<file path="config.mk">
export PLATFORM = sky130hd
export DESIGN_NAME = bridge_phase_pwm
export DESIGN_NICKNAME = d
export VERILOG_FILES = /design/src/rtl/bpp_pkg.sv /design/src/rtl/bpp_cfg_latch.sv /design/src/rtl/bpp_period_cnt.sv /design/src/rtl/bpp_leg_decode.sv /design/src/rtl/bridge_phase_pwm.sv
export SDC_FILE = /design/constraint.sdc
export NUM_CORES = 1
export LEC_CHECK = 0
export BUFFER_PORTS_ARGS = -buffer_cell sky130_fd_sc_hd__buf_2
export CAP_MARGIN = 30
export CORE_MARGIN = 3
export CORE_UTILIZATION = 35
export DETAILED_ROUTE_END_ITERATION = 16
export PLACE_DENSITY = 0.48
export SLEW_MARGIN = 25
export SYNTH_ARGS = -nofsm -noshare
export SYNTH_HDL_FRONTEND = slang
export SYNTH_SLANG_ARGS = --single-unit
export TNS_END_PERCENT = 30
</file>
<file path="constraint.sdc">
create_clock -name clk_i -period 2.1 [get_ports clk_i]
set_input_delay 0.21 -clock clk_i [delete_from_list [all_inputs] [get_ports clk_i]]
set_output_delay 0.21 -clock clk_i [all_outputs]
set_load 0.02 [all_outputs]
</file>
<file path="src/rtl/bpp_pkg.sv">
package bpp_pkg;

  localparam int NUM_LEGS  = 2;
  localparam int LEG_INNER = 0;
  localparam int LEG_OUTER = 1;

  typedef struct packed {
    logic fwd_outer;
    logic fwd_inner;
    logic rev_inner;
    logic rev_outer;
  } gate_set_t;

endpackage

</file>
<file path="src/rtl/bpp_cfg_latch.sv">
module bpp_cfg_latch #(
  parameter int CNT_W  = 16,
  parameter int DUTY_W = 8,
  parameter int DT_W   = 8
) (
  input  logic              clk_i,
  input  logic              rst_ni,
  input  logic              load_i,
  input  logic [CNT_W-1:0]  period_i,
  input  logic [DUTY_W-1:0] duty_i,
  input  logic [DT_W-1:0]   dead_i,
  output logic [CNT_W-1:0]  per_o,
  output logic [CNT_W-1:0]  half_o,
  output logic [CNT_W-1:0]  phase_o,
  output logic [CNT_W-1:0]  dead_o
);

  localparam int PW = CNT_W + DUTY_W;

  logic [CNT_W-1:0] per_even, per_eff, half_eff, dt_eff, lim, ph_eff;
  logic [CNT_W:0]   two_dt;
  logic [PW-1:0]    prod, ph_raw;

  always_comb begin
    per_even = period_i & ~CNT_W'(1);
    per_eff  = (per_even < CNT_W'(4)) ? CNT_W'(4) : per_even;
    half_eff = per_eff >> 1;
    dt_eff   = (dead_i == '0) ? CNT_W'(1) : CNT_W'(dead_i);
    two_dt   = {dt_eff, 1'b0};
    lim      = (two_dt >= {1'b0, half_eff}) ? '0 : CNT_W'({1'b0, half_eff} - two_dt);
    prod     = PW'(duty_i) * PW'(half_eff);
    ph_raw   = prod >> DUTY_W;
    ph_eff   = (ph_raw > PW'(lim)) ? lim : CNT_W'(ph_raw);
  end

  always_ff @(posedge clk_i or negedge rst_ni) begin
    if (!rst_ni) begin
      per_o   <= '0;
      half_o  <= '0;
      phase_o <= '0;
      dead_o  <= '0;
    end else if (load_i) begin
      per_o   <= per_eff;
      half_o  <= half_eff;
      phase_o <= ph_eff;
      dead_o  <= dt_eff;
    end
  end

endmodule

</file>
<file path="src/rtl/bpp_period_cnt.sv">
module bpp_period_cnt #(
  parameter int CNT_W = 16
) (
  input  logic             clk_i,
  input  logic             rst_ni,
  input  logic             en_i,
  input  logic [CNT_W-1:0] per_i,
  output logic             run_o,
  output logic             first_o,
  output logic             load_o,
  output logic [CNT_W-1:0] cnt_o
);

  logic             run_q, run_d, first_q, first_d, wrap;
  logic [CNT_W-1:0] cnt_q, cnt_d;

  assign wrap   = run_q && (cnt_q == per_i - CNT_W'(1));
  assign load_o = en_i && (!run_q || wrap);

  always_comb begin
    run_d   = run_q;
    first_d = first_q;
    cnt_d   = cnt_q;
    if (!en_i) begin
      run_d   = 1'b0;
      first_d = 1'b0;
      cnt_d   = '0;
    end else if (!run_q) begin
      run_d   = 1'b1;
      first_d = 1'b1;
      cnt_d   = '0;
    end else if (wrap) begin
      first_d = 1'b0;
      cnt_d   = '0;
    end else begin
      cnt_d   = cnt_q + CNT_W'(1);
    end
  end

  always_ff @(posedge clk_i or negedge rst_ni) begin
    if (!rst_ni) begin
      run_q   <= 1'b0;
      first_q <= 1'b0;
      cnt_q   <= '0;
    end else begin
      run_q   <= run_d;
      first_q <= first_d;
      cnt_q   <= cnt_d;
    end
  end

  assign run_o   = run_q;
  assign first_o = first_q;
  assign cnt_o   = cnt_q;

endmodule

</file>
<file path="src/rtl/bpp_leg_decode.sv">
module bpp_leg_decode #(
  parameter int CNT_W = 16
) (
  input  logic [CNT_W-1:0] cnt_i,
  input  logic [CNT_W-1:0] shift_i,
  input  logic [CNT_W-1:0] per_i,
  input  logic [CNT_W-1:0] half_i,
  input  logic [CNT_W-1:0] dead_i,
  input  logic             first_i,
  output logic             lead_o,
  output logic             trail_o
);

  logic           wrapped;
  logic [CNT_W:0] rel, trail_start;

  always_comb begin
    wrapped     = cnt_i < shift_i;
    rel         = wrapped ? ({1'b0, cnt_i} + {1'b0, per_i} - {1'b0, shift_i})
                          : ({1'b0, cnt_i} - {1'b0, shift_i});
    trail_start = {1'b0, half_i} + {1'b0, dead_i};
    lead_o      = (rel >= {1'b0, dead_i}) && (rel < {1'b0, half_i});
    trail_o     = (rel >= trail_start) && !(wrapped && first_i);
  end

endmodule

</file>
<file path="src/rtl/bridge_phase_pwm.sv">
module bridge_phase_pwm
  import bpp_pkg::*;
#(
  parameter int CNT_W  = 16,
  parameter int DUTY_W = 8,
  parameter int DT_W   = 8
) (
  input  logic              clk_i,
  input  logic              rst_ni,
  input  logic              en_i,
  input  logic [CNT_W-1:0]  period_i,
  input  logic [DUTY_W-1:0] duty_i,
  input  logic [DT_W-1:0]   dead_i,
  output logic              gate_fwd_outer_o,
  output logic              gate_fwd_inner_o,
  output logic              gate_rev_inner_o,
  output logic              gate_rev_outer_o,
  output logic              half_mark_o
);

  logic [1:0]       rst_sync_q;
  logic             rst_n_int;
  logic             run, first, load;
  logic [CNT_W-1:0] cnt, per_q, half_q, phase_q, dead_q;
  logic [NUM_LEGS-1:0] lead, trail;
  gate_set_t        gate_d, gate_q;
  logic             mark_d, mark_q;

  always_ff @(posedge clk_i or negedge rst_ni) begin
    if (!rst_ni) rst_sync_q <= 2'b00;
    else         rst_sync_q <= {rst_sync_q[0], 1'b1};
  end
  assign rst_n_int = rst_sync_q[1];

  bpp_period_cnt #(.CNT_W(CNT_W)) u_cnt (
    .clk_i  (clk_i),
    .rst_ni (rst_n_int),
    .en_i   (en_i),
    .per_i  (per_q),
    .run_o  (run),
    .first_o(first),
    .load_o (load),
    .cnt_o  (cnt)
  );

  bpp_cfg_latch #(.CNT_W(CNT_W), .DUTY_W(DUTY_W), .DT_W(DT_W)) u_cfg (
    .clk_i   (clk_i),
    .rst_ni  (rst_n_int),
    .load_i  (load),
    .period_i(period_i),
    .duty_i  (duty_i),
    .dead_i  (dead_i),
    .per_o   (per_q),
    .half_o  (half_q),
    .phase_o (phase_q),
    .dead_o  (dead_q)
  );

  for (genvar g = 0; g < NUM_LEGS; g++) begin : g_leg
    logic [CNT_W-1:0] shift;
    if (g == LEG_OUTER) begin : g_shifted
      assign shift = phase_q;
    end else begin : g_aligned
      assign shift = '0;
    end
    bpp_leg_decode #(.CNT_W(CNT_W)) u_dec (
      .cnt_i  (cnt),
      .shift_i(shift),
      .per_i  (per_q),
      .half_i (half_q),
      .dead_i (dead_q),
      .first_i(first),
      .lead_o (lead[g]),
      .trail_o(trail[g])
    );
  end

  always_comb begin
    gate_d = '0;
    mark_d = 1'b0;
    if (run && en_i) begin
      gate_d.fwd_inner = lead[LEG_INNER];
      gate_d.rev_inner = trail[LEG_INNER];
      gate_d.rev_outer = lead[LEG_OUTER];
      gate_d.fwd_outer = trail[LEG_OUTER];
      mark_d           = (cnt == '0) || (cnt == half_q);
    end
  end

  always_ff @(posedge clk_i or negedge rst_ni) begin
    if (!rst_ni) begin
      gate_q <= '0;
      mark_q <= 1'b0;
    end else if (!rst_n_int) begin
      gate_q <= '0;
      mark_q <= 1'b0;
    end else begin
      gate_q <= gate_d;
      mark_q <= mark_d;
    end
  end

  assign gate_fwd_outer_o = gate_q.fwd_outer;
  assign gate_fwd_inner_o = gate_q.fwd_inner;
  assign gate_rev_inner_o = gate_q.rev_inner;
  assign gate_rev_outer_o = gate_q.rev_outer;
  assign half_mark_o      = mark_q;

endmodule

</file>
# Yosys cells after proc, flatten, opt, wreduce, memory -nomap -nowiden
# Cells that the tools add are included.
# word_totals
ff_bits	88
in_bits	35
out_inout_bits	5
elab_cells	68
# classes
n_addsub	7
multipliers	1
magnitude_cmp	11
n_eq_ne	3
n_mux	17
n_reduce_logical	16
# ops
cell	n
$mux 16	6
$ge 17x16->1	2
$ge 17x17->1	2
$lt 17x15->1	2
$mux 17	2
$mul 8x15->23	1
$add 15x16->17	1
$add 16x16->17	1
$ge 17x15->1	1
$sub 16x16->17	1
$sub 17x16->17	1
$add 16x1->16 const B	1
$eq 16x15->1	1
$eq 16x16->1	1
$gt 16x16->1	1
$logic_not 16->1	1
$lt 16x1->1 const B	1
$lt 16x16->1	1
$lt 16x3->1 const B	1
$sub 15x16->16	1
$sub 16x1->16 const B	1
$logic_and 1x1->1	9
$logic_not 8->1	1
$mux 4	2
5 further kinds	13

# Longest topological paths before layout
# depth
depth_word	7
depth_mapped	33
mapped_depth_nobuf	30

# Cells and area by module
# A second synthesis with hierarchy kept.
# unflattened
cells_unflattened	2010
area_unflattened_um2	16377.0
# by_module_without_submodules
mod	n_inst	cells_per_inst	area_per_inst_um2	seq_area_each_um2
bpp_cfg_latch	1	713	6414.9	975.9
bpp_leg_decode (g_leg[1].u_dec)	1	558	4111.4	0.0
bpp_leg_decode (g_leg[0].u_dec)	1	547	4046.4	0.0
bpp_period_cnt	1	151	1380.1	450.4
bridge_phase_pwm	1	41	424.2	175.2

# Worst setup path before layout
# No wires, ideal clock.
# synth_path
kind	input to register
startpoint	input period_i[13]
endpoint	register u_cfg.phase_o[12]
setup_time_ns	0.131
arrival_ns	6.771
required_time_ns	1.969
path_slack_ns	-4.802
path_stages	30
path_buffers	3
cell_sequence	nor4_1 -> nand4_1 -> nor2b_1 -> clkbuf_1 -> nor2b_1 -> fa_1 -> fa_1 -> fa_1 -> inv_1 -> fa_1 -> inv_1 -> ha_1 -> or3_1 -> a211oi_1 -> nor3b_1 -> or2_1 -> o41a_1 -> xor2_1 -> ha_1 -> a21oi_1 -> nand2_1 -> a21oi_1 -> o21ai_0 -> a21oi_1 -> or3_1 -> clkbuf_1 -> clkbuf_1 -> nor2_1 -> a21oi_1 -> mux2i_1
# synth_between
elab_chain_cells	6
word_cells_on_any_way	8
cone_classes	add/sub: 1; mul: 1; order compare: 3; mux: 3
# synth_rtl
element	line	text
start, declared	bridge_phase_pwm.sv:11	input logic [CNT_W-1:0] period_i,
$lt 16x3->1	bpp_cfg_latch.sv:26	per_eff = (per_even < CNT_W'(4)) ? CNT_W'(4) : per_even;
$mux 16 (*)	bpp_cfg_latch.sv:26	
parallel branches: the longest is 3 deep, another holds $mul 8x15->23	-	
$mux 16 (*)	bpp_cfg_latch.sv:33	ph_eff = (ph_raw > PW'(lim)) ? lim : CNT_W'(ph_raw);
end signal, assigned	bpp_cfg_latch.sv:45	phase_o <= ph_eff;
end, declared	bpp_cfg_latch.sv:14	output logic [CNT_W-1:0] phase_o,
# Every way passes the cells marked *.
# A chain may end at the register's enable or synchronous reset.

# Worst setup path in the final report
# layout_path
startpoint	input period_i[5]
endpoint	register u_cfg.phase_o[3]
# The elaborated chain is that of the path after synthesis.

==> impl_metrics.tcl <==
set metrics [dict create \
    worst_slew_pin_slew_ns 0.810 \
    timing.fmax_ghz 0.158 \
    required_ns 2.32 \
    critPathMaxFanout 6 \
    instances_no_fill 2352 \
    routed_wl_um 40600 \
    synth.net_count 1778 \
    drv_slew 0 \
    use_met2_pct 39.5 \
    worst-path-buf-inv 4 \
    cap_violations 0 \
    min_period_ns 6.34 \
    ys_async_sr_fraction_pct 100 \
    post-route-period-util_pct 302 \
    gr-usage-met1_pct 26.8 \
    post_drt_wl_per_cell_um 17.2 \
    synth_cells 1458 \
    overflow 0 \
    fin_skew_ns 0.0107 \
    cts_tree "done" \
    die_w_um 193 \
    final_hold_viol_count 0 \
    leakagePower_nw 8.83 \
    dp.cells 2301 \
    ios 40 \
    grt_pass1_wl_um 64600 \
    antenna_cells 0 \
    routed_via_density 5.04 \
    grt_pass1_vias 12400 \
    top_usage_layer "met2" \
    relSlewSlack_pct 46.0 \
    layout_common_cells "buf_4, ha_1, inv_1" \
    die-area_um2 37300 \
    drive_gt1_share_pct 34.4 \
    cts.sinks 64 \
    slowest_stage "fa_2" \
    rsz0062_at_grt "true" \
    violations "setup timing" \
    crit_top_cell "fa_1" \
    end_kind "flip-flop" \
    met3_usage_pct 1.64 \
    cp-start-kind "input port" \
    core_um2 34000 \
    ys_seq_area_share_pct 13.1 \
    placed_cell_area_um2 16200 \
    insertion_delay_ns 0.34 \
    ctsRootBufferMaster "clkbuf_16" \
    fill_cells 3316 \
    cts_max_level 3 \
    synth_top_flop_cell "dfrtp_1" \
    power_density_nw_per_um2 1240 \
    vias 11900 \
    vdd_drop_max_mv 0.832 \
    min_path_type "input port to flip-flop" \
    rows 67 \
    initial_core_util_pct 36.1 \
    ys_ff_latch 64 \
    setup_viol 60 \
    post-route-cell-area_um2 17300 \
    drt_pre_antenna_iters 5 \
    synth_edf_count 0 \
    preCtsSetupSlack_ns -4.84 \
    syn_to_final_growth_pct 41.3 \
    crit_type "input port to flip-flop" \
    antenna_found_initial 2 \
    port_buffers 38 \
    cp.arrival_ns 6.56 \
    track_usage_pct 21.4 \
    place.gp.congestion 0.872 \
    drc 0 \
    timing.critical_path.max_delay_family "adder cells" \
    clkTransAtPathRegs_ns 0.06 \
    cts_buffers 9 \
    outcome "complete, but fails checks" \
    avgSynthCellArea_um2 8.42 \
    worst_slack_ns -4.24 \
    nNetsFinal 2219 \
    cts_buffer_depth 2 \
    cpPeakStageDelay_ns 0.48 \
    grt_max_degree 58 \
    final_common_cell "buf_4" \
    dpl.hpwl_um 33800 \
    syn_area_um2 12300 \
    drtAntennaViolNets 0 \
    yosysWarnings 0 \
    yosysUniqueCellTypes 70 \
    drtIter0Drc 525 \
    fp.dieH_um 193 \
]
[per-stage QoR]
stage | hold slack, ns | TNS [ns] | total power, W | utilization, %
after floorplan | -0.0856 | -92.59 | 0.0110 | -
after global placement | 0.0598 | -118.95 | 0.0180 | 47.5
after detailed placement | 0.0641 | -120.25 | 0.0182 | 47.5
after CTS | 0.132 | -110.90 | 0.0210 | 50.1
after global routing | 0.135 | -122.52 | 0.0237 | 51.0
final | 0.151 | -110.71 | 0.0216 | 51.0
[routing by layer]
layer | routed length, um | up-vias
met5 | 40 | -
met4 | 1160 | 4
met3 | 938 | 55
met2 | 20400 | 150
met1 | 18100 | 5701
li1 | - | 5949
[area by class of cell]
type	count	area (um^2)	share of cell area [%]
Multi-Input combinational cell	1179	10600	61.2
Inverter	159	599	3.46
Clock buffer	13	260	1.50
Sequential cell	64	1610	9.28
Timing Repair Buffer	486	3680	21.2
Tap cell	448	561	3.23
Clock inverter	3	17.5	0.101
[where the power goes]
part	leakage, nW	total [W]	internal [W]	switching (W)
combinational	7.90	0.0185	0.00969	0.00880
sequential	0.791	0.00158	0.00147	0.000116
clock	0.136	0.00149	0.000863	0.000628
[path summary, 6_finish.rpt]
path | start | end | slack (ns) | cells past startpoint
worst min-delay path | en_i | u_cnt.run_o | 0.15 | 1
worst min register to register | rst_sync_q[0] | rst_sync_q[1] | 0.35 | 0
worst max register to register | u_cnt.cnt_o[1] | gate_fwd_outer_o | -2.85 | 23
worst max-delay path | period_i[5] | u_cfg.phase_o[3] | -4.24 | 28
max in group asynchronous | rst_sync_q[1] | u_cfg.per_o[2] | 1.03 | 1
min in group asynchronous | rst_ni | half_mark_o | 0.23 | 2
[flip-flops by register name, indices dropped and copies added (netlist names)]
register,count
gate_fwd_inner_o,1
gate_fwd_outer_o,1
gate_rev_inner_o,1
gate_rev_outer_o,1
half_mark_o,1
rst_sync_q,2
u_cfg.dead_o,8
u_cfg.per_o,15
u_cfg.phase_o,16
u_cnt.cnt_o,16
u_cnt.first_o,1
u_cnt.run_o,1
[cell usage after synthesis (all sizes together), types with 3 or more instances]
| master | n | area share (%) |
|---|---|---|
| o21a | 25 | 1.5 |
| mux2 | 13 | 1.2 |
| a311oi | 3 | 0.21 |
| a211oi | 19 | 1.2 |
| nor2 | 95 | 2.9 |
| nand3 | 27 | 1.1 |
| nand2 | 78 | 2.4 |
| clkbuf | 48 | 1.5 |
| fa | 82 | 13 |
| or3 | 9 | 0.46 |
| buf | 8 | 0.40 |
| and3 | 14 | 0.71 |
| o211ai | 4 | 0.24 |
| o31a | 3 | 0.21 |
| or2 | 9 | 0.46 |
| o21bai | 8 | 0.49 |
| mux2i | 33 | 2.7 |
| xor2 | 40 | 2.9 |
| a31oi | 12 | 0.61 |
| nor2b | 27 | 1.4 |
| ha | 203 | 21 |
| nor3 | 19 | 0.77 |
| a31o | 3 | 0.21 |
| o21ai | 63 | 2.6 |
| a211o | 3 | 0.21 |
| a21oi | 89 | 3.6 |
| and2 | 89 | 4.5 |
| nand2b | 14 | 0.71 |
| o2111ai | 4 | 0.29 |
| and4 | 5 | 0.36 |
| a2111oi | 5 | 0.36 |
| xnor2 | 59 | 4.2 |
| nand3b | 4 | 0.24 |
| nor4 | 21 | 1.3 |
| nand4 | 23 | 1.2 |
| inv | 159 | 4.9 |
| o31ai | 7 | 0.43 |
| dfrtp | 64 | 13 |
| a21o | 33 | 2.0 |
[what timing repair did]
item,CTS,global route
pin swaps,77,70
endpoints found under the setup margin,60,61
gates resized for setup,96,52
hold buffers,1,0
gates cloned,2,0
buffers inserted,25,9
hold endpoints to repair,7,0
[logic make-up after synthesis]
| family | share of synthesized area, % |
|---|---|
| other cells | 0.0306 |
| simple gates | 19.2 |
| compound gates | 15.9 |
| mux | 3.88 |
| buf+inv | 6.73 |
| flops | 13.1 |
| xor+xnor | 7.07 |
| fa+ha+maj | 34.1 |
(Power assumes the default switching activity.)
